`src/rtl/cke_pwr_pkg.sv`:
```
package cke_pwr_pkg;

    typedef enum logic [2:0] {
        ST_IDLE   = 3'd0,
        ST_ACTIVE = 3'd1,
        ST_PPD    = 3'd2,
        ST_APD    = 3'd3,
        ST_SREF   = 3'd4
    } pwr_state_e;

    typedef enum logic [1:0] {
        CMD_NOP   = 2'd0,
        CMD_AREF  = 2'd1,
        CMD_READ  = 2'd2,
        CMD_OTHER = 2'd3
    } dram_cmd_e;

    localparam int ACT_W = 5;
    localparam logic [ACT_W-1:0] ACT_NONE  = 5'b00000;
    localparam logic [ACT_W-1:0] ACT_MAINT = 5'b00001;
    localparam logic [ACT_W-1:0] ACT_EXIT  = 5'b00010;
    localparam logic [ACT_W-1:0] ACT_PPD   = 5'b00100;
    localparam logic [ACT_W-1:0] ACT_APD   = 5'b01000;
    localparam logic [ACT_W-1:0] ACT_SREF  = 5'b10000;

    function automatic logic is_low_power(pwr_state_e s);
        return (s == ST_PPD) || (s == ST_APD) || (s == ST_SREF);
    endfunction

endpackage

```
`src/rtl/cke_state_fsm.sv`:
```
module cke_state_fsm
    import cke_pwr_pkg::*;
(
    input  logic                 clk,
    input  logic                 rst_n,
    input  logic                 cke,
    input  dram_cmd_e            cmd,
    input  logic                 bank_open,
    output pwr_state_e           state_q,
    output logic [ACT_W-1:0]     action_q,
    output logic                 seq_err_q,
    output logic                 sr_enter,
    output logic                 sr_exit
);

    logic            cke_q;
    pwr_state_e      state_d;
    logic [ACT_W-1:0] action_d;
    logic            bad_d;
    logic            low_now;

    assign low_now = is_low_power(state_q);

    // next-state and action decision for edge n
    always_comb begin
        state_d  = state_q;
        action_d = ACT_NONE;
        bad_d    = 1'b0;
        unique case ({cke_q, cke})
            2'b00: begin
                if (low_now) action_d = ACT_MAINT;
                else         bad_d    = 1'b1;
            end
            2'b01: begin
                if (low_now && cmd == CMD_NOP) begin
                    action_d = ACT_EXIT;
                    state_d  = (state_q == ST_APD) ? ST_ACTIVE : ST_IDLE;
                end else begin
                    bad_d = 1'b1;
                end
            end
            2'b10: begin
                if (!low_now && cmd == CMD_NOP) begin
                    state_d  = bank_open ? ST_APD : ST_PPD;
                    action_d = bank_open ? ACT_APD : ACT_PPD;
                end else if (!low_now && cmd == CMD_AREF && !bank_open) begin
                    state_d  = ST_SREF;
                    action_d = ACT_SREF;
                end else begin
                    bad_d = 1'b1;
                end
            end
            2'b11: begin
                if (!low_now) state_d = bank_open ? ST_ACTIVE : ST_IDLE;
                else          bad_d   = 1'b1;
            end
            default: bad_d = 1'b1;
        endcase
    end

    assign sr_enter = (action_d == ACT_SREF);
    assign sr_exit  = (action_d == ACT_EXIT) && (state_q == ST_SREF);

    // state register
    always_ff @(posedge clk or negedge rst_n) begin
        if (!rst_n) begin
            state_q <= ST_IDLE;
            cke_q   <= 1'b1;
        end else begin
            state_q <= state_d;
            cke_q   <= cke;
        end
    end

    // output register
    always_ff @(posedge clk or negedge rst_n) begin
        if (!rst_n) begin
            action_q  <= ACT_NONE;
            seq_err_q <= 1'b0;
        end else begin
            action_q  <= action_d;
            seq_err_q <= seq_err_q | bad_d;
        end
    end

    // the action code is one-hot or zero
    a_r2_action_onehot0: assert property (@(posedge clk) disable iff (!rst_n)
        $onehot0(action_q));

    // sticky illegal flag
    a_r7_seq_err_sticky: assert property (@(posedge clk) disable iff (!rst_n)
        seq_err_q |=> seq_err_q);

    // a new illegal flag comes with an unchanged state and no action
    a_r7_hold_on_illegal: assert property (@(posedge clk) disable iff (!rst_n)
        $rose(seq_err_q) |-> (state_q == $past(state_q)) && (action_q == ACT_NONE));

    // maintain leaves the state unchanged
    a_r3_maintain_holds: assert property (@(posedge clk) disable iff (!rst_n)
        action_q[0] |-> $stable(state_q));

    // entering self refresh always lands in SREF
    a_r6_sref_entry: assert property (@(posedge clk) disable iff (!rst_n)
        action_q[4] |-> state_q == ST_SREF);

endmodule

```
`src/rtl/cke_exit_guard.sv`:
```
module cke_exit_guard
    import cke_pwr_pkg::*;
#(
    parameter int XSR_CYC = 10,
    parameter int DLL_CYC = 200
) (
    input  logic      clk,
    input  logic      rst_n,
    input  dram_cmd_e cmd,
    input  logic      in_sref,
    input  logic      sr_enter,
    input  logic      sr_exit,
    output logic      read_ok,
    output logic      guard_err_q
);

    localparam int CW = (DLL_CYC > 2) ? $clog2(DLL_CYC) : 2;
    localparam logic [CW-1:0] DLL_LAST = CW'(DLL_CYC - 1);
    localparam logic [CW-1:0] XSR_LIM  = CW'(XSR_CYC);

    logic          dll_wait_q;
    logic [CW-1:0] cnt_q;
    logic          in_window;
    logic          breach;

    // cnt_q holds (edges since exit - 1) before each edge
    assign read_ok   = !dll_wait_q || (!in_sref && cnt_q == DLL_LAST);
    assign in_window = dll_wait_q && !in_sref && (cnt_q < XSR_LIM);
    assign breach    = (in_window && cmd != CMD_NOP) ||
                       (cmd == CMD_READ && !read_ok);

    always_ff @(posedge clk or negedge rst_n) begin
        if (!rst_n) begin
            dll_wait_q <= 1'b0;
            cnt_q      <= '0;
        end else if (sr_enter || sr_exit) begin
            dll_wait_q <= 1'b1;
            cnt_q      <= '0;
        end else if (dll_wait_q && !in_sref) begin
            if (cnt_q == DLL_LAST) dll_wait_q <= 1'b0;
            else                   cnt_q      <= cnt_q + 1'b1;
        end
    end

    always_ff @(posedge clk or negedge rst_n) begin
        if (!rst_n) guard_err_q <= 1'b0;
        else        guard_err_q <= guard_err_q | breach;
    end

    // read stays blocked while the device is in self refresh
    a_r9_no_read_in_sref: assert property (@(posedge clk) disable iff (!rst_n)
        in_sref |-> !read_ok);

    // a self-refresh exit leaves read blocked on the next cycle
    a_r9_exit_blocks_read: assert property (@(posedge clk) disable iff (!rst_n)
        sr_exit |=> !read_ok);

    // sticky violation flag
    a_r8_guard_sticky: assert property (@(posedge clk) disable iff (!rst_n)
        guard_err_q |=> guard_err_q);

    // an early READ is always flagged
    a_r10_early_read: assert property (@(posedge clk) disable iff (!rst_n)
        (cmd == CMD_READ && !read_ok) |=> guard_err_q);

endmodule

```
`src/rtl/cke_pwr_tracker.sv`:
```
module cke_pwr_tracker #(
    parameter int XSR_CYC = 10,
    parameter int DLL_CYC = 200
) (
    input  logic       clk,
    input  logic       rst_n,
    input  logic       cke,
    input  logic [1:0] cmd,
    input  logic       bank_open,
    output logic [4:0] action,
    output logic [2:0] state,
    output logic       read_ok,
    output logic       seq_err,
    output logic       guard_err
);
    import cke_pwr_pkg::*;

    dram_cmd_e  cmd_e;
    pwr_state_e st;
    logic       sr_enter;
    logic       sr_exit;

    assign cmd_e = dram_cmd_e'(cmd);

    cke_state_fsm fsm_i (
        .clk       (clk),
        .rst_n     (rst_n),
        .cke       (cke),
        .cmd       (cmd_e),
        .bank_open (bank_open),
        .state_q   (st),
        .action_q  (action),
        .seq_err_q (seq_err),
        .sr_enter  (sr_enter),
        .sr_exit   (sr_exit)
    );

    cke_exit_guard #(
        .XSR_CYC (XSR_CYC),
        .DLL_CYC (DLL_CYC)
    ) guard_i (
        .clk         (clk),
        .rst_n       (rst_n),
        .cmd         (cmd_e),
        .in_sref     (st == ST_SREF),
        .sr_enter    (sr_enter),
        .sr_exit     (sr_exit),
        .read_ok     (read_ok),
        .guard_err_q (guard_err)
    );

    assign state = st;

endmodule

```
`config.mk`:
```
export PLATFORM = sky130hd
export DESIGN_NAME = cke_pwr_tracker
export DESIGN_NICKNAME = d
export VERILOG_FILES = /design/src/rtl/cke_pwr_pkg.sv /design/src/rtl/cke_state_fsm.sv /design/src/rtl/cke_exit_guard.sv /design/src/rtl/cke_pwr_tracker.sv
export SDC_FILE = /design/constraint.sdc
export NUM_CORES = 1
export LEC_CHECK = 0
export BUFFER_PORTS_ARGS = -buffer_cell sky130_fd_sc_hd__clkbuf_2
export CAP_MARGIN = 20
export CORE_MARGIN = 3
export CORE_UTILIZATION = 50
export CTS_CLUSTER_SIZE = 28
export DETAILED_ROUTE_END_ITERATION = 8
export HOLD_SLACK_MARGIN = 0.12
export PLACE_DENSITY_LB_ADDON = 0.2
export SETUP_SLACK_MARGIN = 0.2
export SYNTH_ARGS = -nofsm -noshare
export SYNTH_HDL_FRONTEND = slang
export SYNTH_SLANG_ARGS = --single-unit
```
`constraint.sdc`:
```
create_clock -name clk -period 4 [get_ports clk]
set_input_delay 1 -clock clk [delete_from_list [all_inputs] [get_ports clk]]
set_output_delay 1 -clock clk [all_outputs]
set_load 0.005 [all_outputs]
```
Word-level counts from Yosys, hierarchy flattened
Cells that the tools add are included.

Bits in registers: 20. Bits in latches: 0. Memory bits (writable): 0. ROM bits: 0. Bits of input ports: 6. Output and inout bits: 11. Logic and storage cells: 81. Memories: 0.

Add/sub/neg operators: 1. Multiply operators: 0. Divide/modulo/power cells: 0. $lt $le $gt $ge: 1. Eq/ne operators: 15. Shift operators: 0. Multiplexer cells: 26. Bitwise logic cells: 2. Reduce and logical (&&, ||, !) cells: 29.

Operator list (count): 8-bit 2-to-1 mux (3); 5-bit one-hot mux with 3 select lines (1); 1-bit 2-to-1 mux (12); 3-bit 2-to-1 mux (4); 1-bit logical AND (10); 5-bit 2-to-1 mux (2); 3-bit one-hot mux with 3 select lines (1); 8-bit by 1-bit adder with 8-bit output, second input constant (1); 8-bit equality test, second input constant (1); 8-bit by 4-bit less-than comparator with 1-bit output, second input constant (1); 2-bit equality test, second input constant (3); 3-bit by 2-bit equality test with 1-bit output, second input constant (2); 2-bit nonzero test (3); 5-bit by 2-bit equality test with 1-bit output, second input constant (1); 5-bit equality test, second input constant (1); 1-bit zero test (5); 1-bit logical OR (5); 2-bit by 1-bit equality test with 1-bit output, second input constant (2); 2-bit zero test (2); 4-bit 2-to-1 mux (1); 2-bit by 1-bit inequality test with 1-bit output, second input constant (2); 1-bit one-hot mux with 4 select lines (1); 2-bit AND reduction (2); 4-bit AND reduction (1); 6 further kinds (7).

Depth between registers and ports, before layout
Word-level depth: 14. Mapped depth: 5. Gate-level depth less buffers: 5.

By module
From an unflattened synthesis, not the netlist that was laid out.

Cell total of the unflattened synthesis: 108. Area total of the unflattened synthesis: 1056.0 µm².

By module, submodules not included: cke_exit_guard (times used 1, cells each 56, area each 556.8 µm², sequential area each 250.2 µm²); cke_state_fsm (times used 1, cells each 51, area each 486.7 µm², sequential area each 251.5 µm²); cke_pwr_tracker (times used 1, cells each 1, area each 12.5 µm², sequential area each 0.0 µm²).

Worst setup path after synthesis
No wires, ideal clock.

Path kind: register to output. Start: register guard_i.cnt_q[0]. End: output port read_ok. Data arrival time: 1.081 ns. Data required time: 3.000 ns. Slack: 1.919 ns. Stages on the path, launching flop included: 5. Buffers on the path: 0. Cell sequence: dfrtp_1 -> ha_1 -> nand3b_1 -> or2_1 -> o21ai_1.

Cells in the longest elaborated chain, start to end: 3.

Ends and longest elaborated chain: start, declared (RTL line cke_exit_guard.sv:22) `logic [CW-1:0] cnt_q;`; start signal, assigned (RTL line cke_exit_guard.sv:41) `else cnt_q <= cnt_q + 1'b1;`; 8-bit equality test (RTL line cke_exit_guard.sv:27) `assign read_ok = !dll_wait_q || (!in_sref && cnt_q == DLL_LAST);`; 1-bit logical AND (RTL line cke_exit_guard.sv:27); 1-bit logical OR (RTL line cke_exit_guard.sv:27); end, declared (RTL line cke_pwr_tracker.sv:12) `output logic read_ok,`.

Every way passes these cells.

Final worst setup path
Ends and elaborated chain as after synthesis.

==> implementation parameters <==
Parameter                              Value

Yosys
  Share of async-settable or async-resettable flops after synthesis    100.0%
  Largest family of logic cells by synthesized area    simple AND/OR/NAND/NOR gates
  Instance count of the mapped netlist    just under 100
  Mapped Area    slightly above 1000 um^2
  Portion of synthesized cell area occupied by the leading cell type    46.23%
  Simple-gate portion of the synthesized area    28.35%
  Post-synthesis share of cell area spent on xor and xnor gates    approximately 4.3%
  Fraction of the yosys area taken by sequential cells    48.78%
  Main synth FF type    sky130_fd_sc_hd__dfrtp_1
  Post-Syn Nets    105
  Cells taking the most area after synthesis    sky130_fd_sc_hd__dfrtp_1 (46%), sky130_fd_sc_hd__nor2_1 (4.7%), sky130_fd_sc_hd__nor3_1 (3.4%)
  Number of synthesized flops with an enable pin    0
  Multiplexer area fraction after synthesis    0.9732%
  Post-synthesis register bit count    20
  Avg Synthesized Cell Area    10.49 um^2
  Synth area leader    sky130_fd_sc_hd__dfrtp_1
  Cell with the most instances after synthesis    sky130_fd_sc_hd__dfrtp_1
  Most frequent cells after synthesis    sky130_fd_sc_hd__dfrtp_1 (19), sky130_fd_sc_hd__nor2_1 (13), sky130_fd_sc_hd__nor3_1 (7)
  Unique masters post-synth    41
  Number of warning messages in the yosys log    0
  Fraction of the mapped netlist area in compound gates    14.96%
  Fraction of the mapped netlist area in adder cells    1.217%

Route
  Detailed-route DRC error count    0
  Count of routing violations after the opening detailed-route iteration    25
  Detailed-router iteration count before antenna repair    4
  Total wire length    1960 um
  Wire length per cell    between 10 and 15 um
  Remaining antenna violation count after routing    0
  Vias post-DR    823
  Routed via count divided by cell count    5.837

Floorplanning
  Effective utilization at floorplan    approximately 56%
  Boundary pin count    17
  Floorplan die area    between 2000 and 3000 um^2
  Core footprint    1839 um^2
  Vertical die dimension    51.36 um
  Die span in x    51.36 um
  Number of rows created at floorplan    15

Worst setup path
  CP Data Required Time    3.00 ns
  Crit path DAT    1.68 ns
  Worst reg2reg startpoint    fsm_i.state_q[2]
  Path depth of the worst reg2reg path    4
  Critical path start-end classification    reg -> out
  Crit path launch type    register
  Endpoint of the lowest-slack register-to-register path    guard_i.cnt_q[4]
  Worst reg-to-reg setup slack    2.38 ns
  Worst Path Max Fanout    5
  Element type at the critical path end    output port

Clock network
  Clock net sink count    20
  Number of buffers added to fix hold violations after cts    0
  Total clock buffers created by CTS    3
  Number of levels in the clock H-tree    1
  Clock root buffer master    sky130_fd_sc_hd__clkbuf_4
  Buffers inserted during post-CTS setup optimization    0
  CTS max path bufs    2
  Worst skew pair latency    0.31 ns
  TritonCTS clock tree    built
  Number of gates resized after cts    0
  Post-CTS clock slew at the launch and capture registers of the worst setup and hold paths    about 0.12 ns

Place
  Placed standard-cell area    ~1100 um^2
  Input/output buffers    16
  Post-DP HPWL    1453 um
  Final weighted congestion of routability-driven global placement    roughly 0.82

STA
  Remaining max-slew budget at the tightest pin    roughly 62%
  Final cycle utilization of the critical path    between 60% and 70%
  FMAX    approximately 370 MHz
  Hold slack final    ~0.50 ns
  Accumulated negative setup slack    0 ns
  Worst Max-Slew Pin Slew    0.5675 ns
  RSZ-0062 raised after global routing    no
  Clock period minus final worst setup slack    2.682 ns
  Worst Clk Skew    0.009931 ns
  Number of hold violations in the final report    0
  Final-report max-slew violation count    0
  # setup viols final    0

Final layout
  Final core utilization    64.42%
  Fraction of layout instances using a drive strength above 1    25.00%
  Final Instance Area    between 1000 and 1500 um^2
  FF/Latch Area    around 500 um^2
  Area used by multi-input combinational logic    about 500 um^2
  Final net count    ~120
  Fill count    165
  Area growth from synthesis to layout    15.21%
  Ant diodes    0

Run
  Max-cap violation count    0

Worst hold path
  Hold path depth    1
  Capture endpoint of the worst hold path    fsm_i.seq_err_q
  Class of the worst hold path    reg -> reg
  Hold Path Origin    fsm_i.seq_err_q

Power and ir drop
  Part of the total power dissipated in the clock network    between 20 and 25%
  Design Power    ~670 uW
  Switching power of the nets    221.8 uW
  Max IR drop VDD    382.3 uV
  Leakage power of the design    0.4899 nW
  Cell-internal power    ~440 uW
  Power density over the cells    561.3 nW/um^2
  Sequential share of power    between 40% and 50%
  Proportion of total power due to net switching    between 30% and 40%
  Comb pwr share    28.1%

Global routing
  Congestion Overflow GR    0
  Largest net degree at the start of global routing    21
  Total Routing Usage GR    roughly 18%
  Initial antenna violation count    0
  First-pass GRT wire length    3387 um
  Via count of the first global-routing pass    744

Run status
  Status    finished clean
kinds of logic after synthesis:
logic type / Yosys count
adder cells (fa/ha/maj): 1
multiplexers: 1
buffers and inverters: 4
flip-flops: 20
XOR/XNOR: 5
AND/OR/NAND/NOR: 48
AO/OA/AOI/OAI: 19
placed cells by master, fill, tap and decap left out, types with 2 or more instances in the layout:
| cell | synthesis | layout |
|---|---|---|
| sky130_fd_sc_hd__dfrtp_1 | 19 | 19 |
| sky130_fd_sc_hd__clkbuf_2 | 0 | 16 |
| sky130_fd_sc_hd__nor2_1 | 13 | 13 |
| sky130_fd_sc_hd__nor3_1 | 7 | 7 |
| sky130_fd_sc_hd__a21oi_1 | 4 | 4 |
| sky130_fd_sc_hd__nand2_1 | 4 | 4 |
| sky130_fd_sc_hd__xnor2_1 | 4 | 4 |
| sky130_fd_sc_hd__o21ai_0 | 3 | 3 |
| sky130_fd_sc_hd__nand4_1 | 3 | 3 |
| sky130_fd_sc_hd__clkbuf_4 | 0 | 3 |
| sky130_fd_sc_hd__inv_1 | 2 | 2 |
| sky130_fd_sc_hd__nor4b_1 | 2 | 2 |
| sky130_fd_sc_hd__nor2b_1 | 2 | 2 |
| sky130_fd_sc_hd__o21ai_1 | 2 | 2 |
| sky130_fd_sc_hd__nand2b_1 | 2 | 2 |
| sky130_fd_sc_hd__or4_1 | 2 | 2 |
| sky130_fd_sc_hd__a31oi_1 | 2 | 2 |
final cells by class:
| cell class | instances | share of cell area, % |
|---|---|---|
| Clock buffer | 3 | 1.901 |
| Clock inverter | 1 | 2.534 |
| Inverter | 2 | 0.6336 |
| Multi-Input combinational cell | 74 | 43.19 |
| Sequential cell | 20 | 42.34 |
| Tap cell | 25 | 2.640 |
| Timing Repair Buffer | 16 | 6.758 |
through the flow:
stage / setup slack [ns] / std cells
floorplan: 1.919 / 98
global placement: 1.732 / 137
detailed placement: 1.681 / 137
CTS: 1.314 / 141
global route: 1.159 / 141
finish: 1.318 / 141
state kept, by name, summed over array words and instances (netlist names):
| name | count |
|---|---|
| fsm_i.action_q | 5 |
| fsm_i.cke_q | 1 |
| fsm_i.seq_err_q | 1 |
| fsm_i.state_q | 3 |
| guard_i.cnt_q | 8 |
| guard_i.dll_wait_q | 1 |
| guard_i.guard_err_q | 1 |
metal layers:
layer | GRT usage, % | share of wire [%]
met4 | 4.803 | 1.2
met2 | 25.97 | 46
met1 | 24.25 | 46
met3 | 6.706 | 7.4
met5 | 0 | 0
power by group through the flow:
stage / combinational, mW / sequential, mW / clock (mW)
after floorplan: 0.148 / 0.301 / 0
after global placement: 0.183 / 0.311 / 0
after detailed placement: 0.188 / 0.316 / 0
after CTS: 0.188 / 0.313 / 0.168
after global routing: 0.211 / 0.324 / 0.178
final: 0.187 / 0.315 / 0.164
worst max-delay path by stage:
stage               depth (start not counted)              from  slack, ns  endpoint
finish                                      5  guard_i.cnt_q[0]       1.32   read_ok
global route                                5  guard_i.cnt_q[0]       1.16   read_ok
CTS                                         5  guard_i.cnt_q[0]       1.31   read_ok
detailed placement                          5  guard_i.cnt_q[0]       1.68   read_ok
global placement                            5  guard_i.cnt_q[0]       1.73   read_ok
floorplan                                   4  guard_i.cnt_q[0]       1.92   read_ok
critical path, stage by stage, from the launching register on:
cell and delay [ns]:
sky130_fd_sc_hd__dfrtp_1 0.41, sky130_fd_sc_hd__ha_1 0.25, sky130_fd_sc_hd__nand3b_1 0.11, sky130_fd_sc_hd__or2_1 0.23
sky130_fd_sc_hd__o21ai_1 0.22, sky130_fd_sc_hd__clkbuf_2 0.16
No activity file was read; power rests on OpenSTA's default activity.
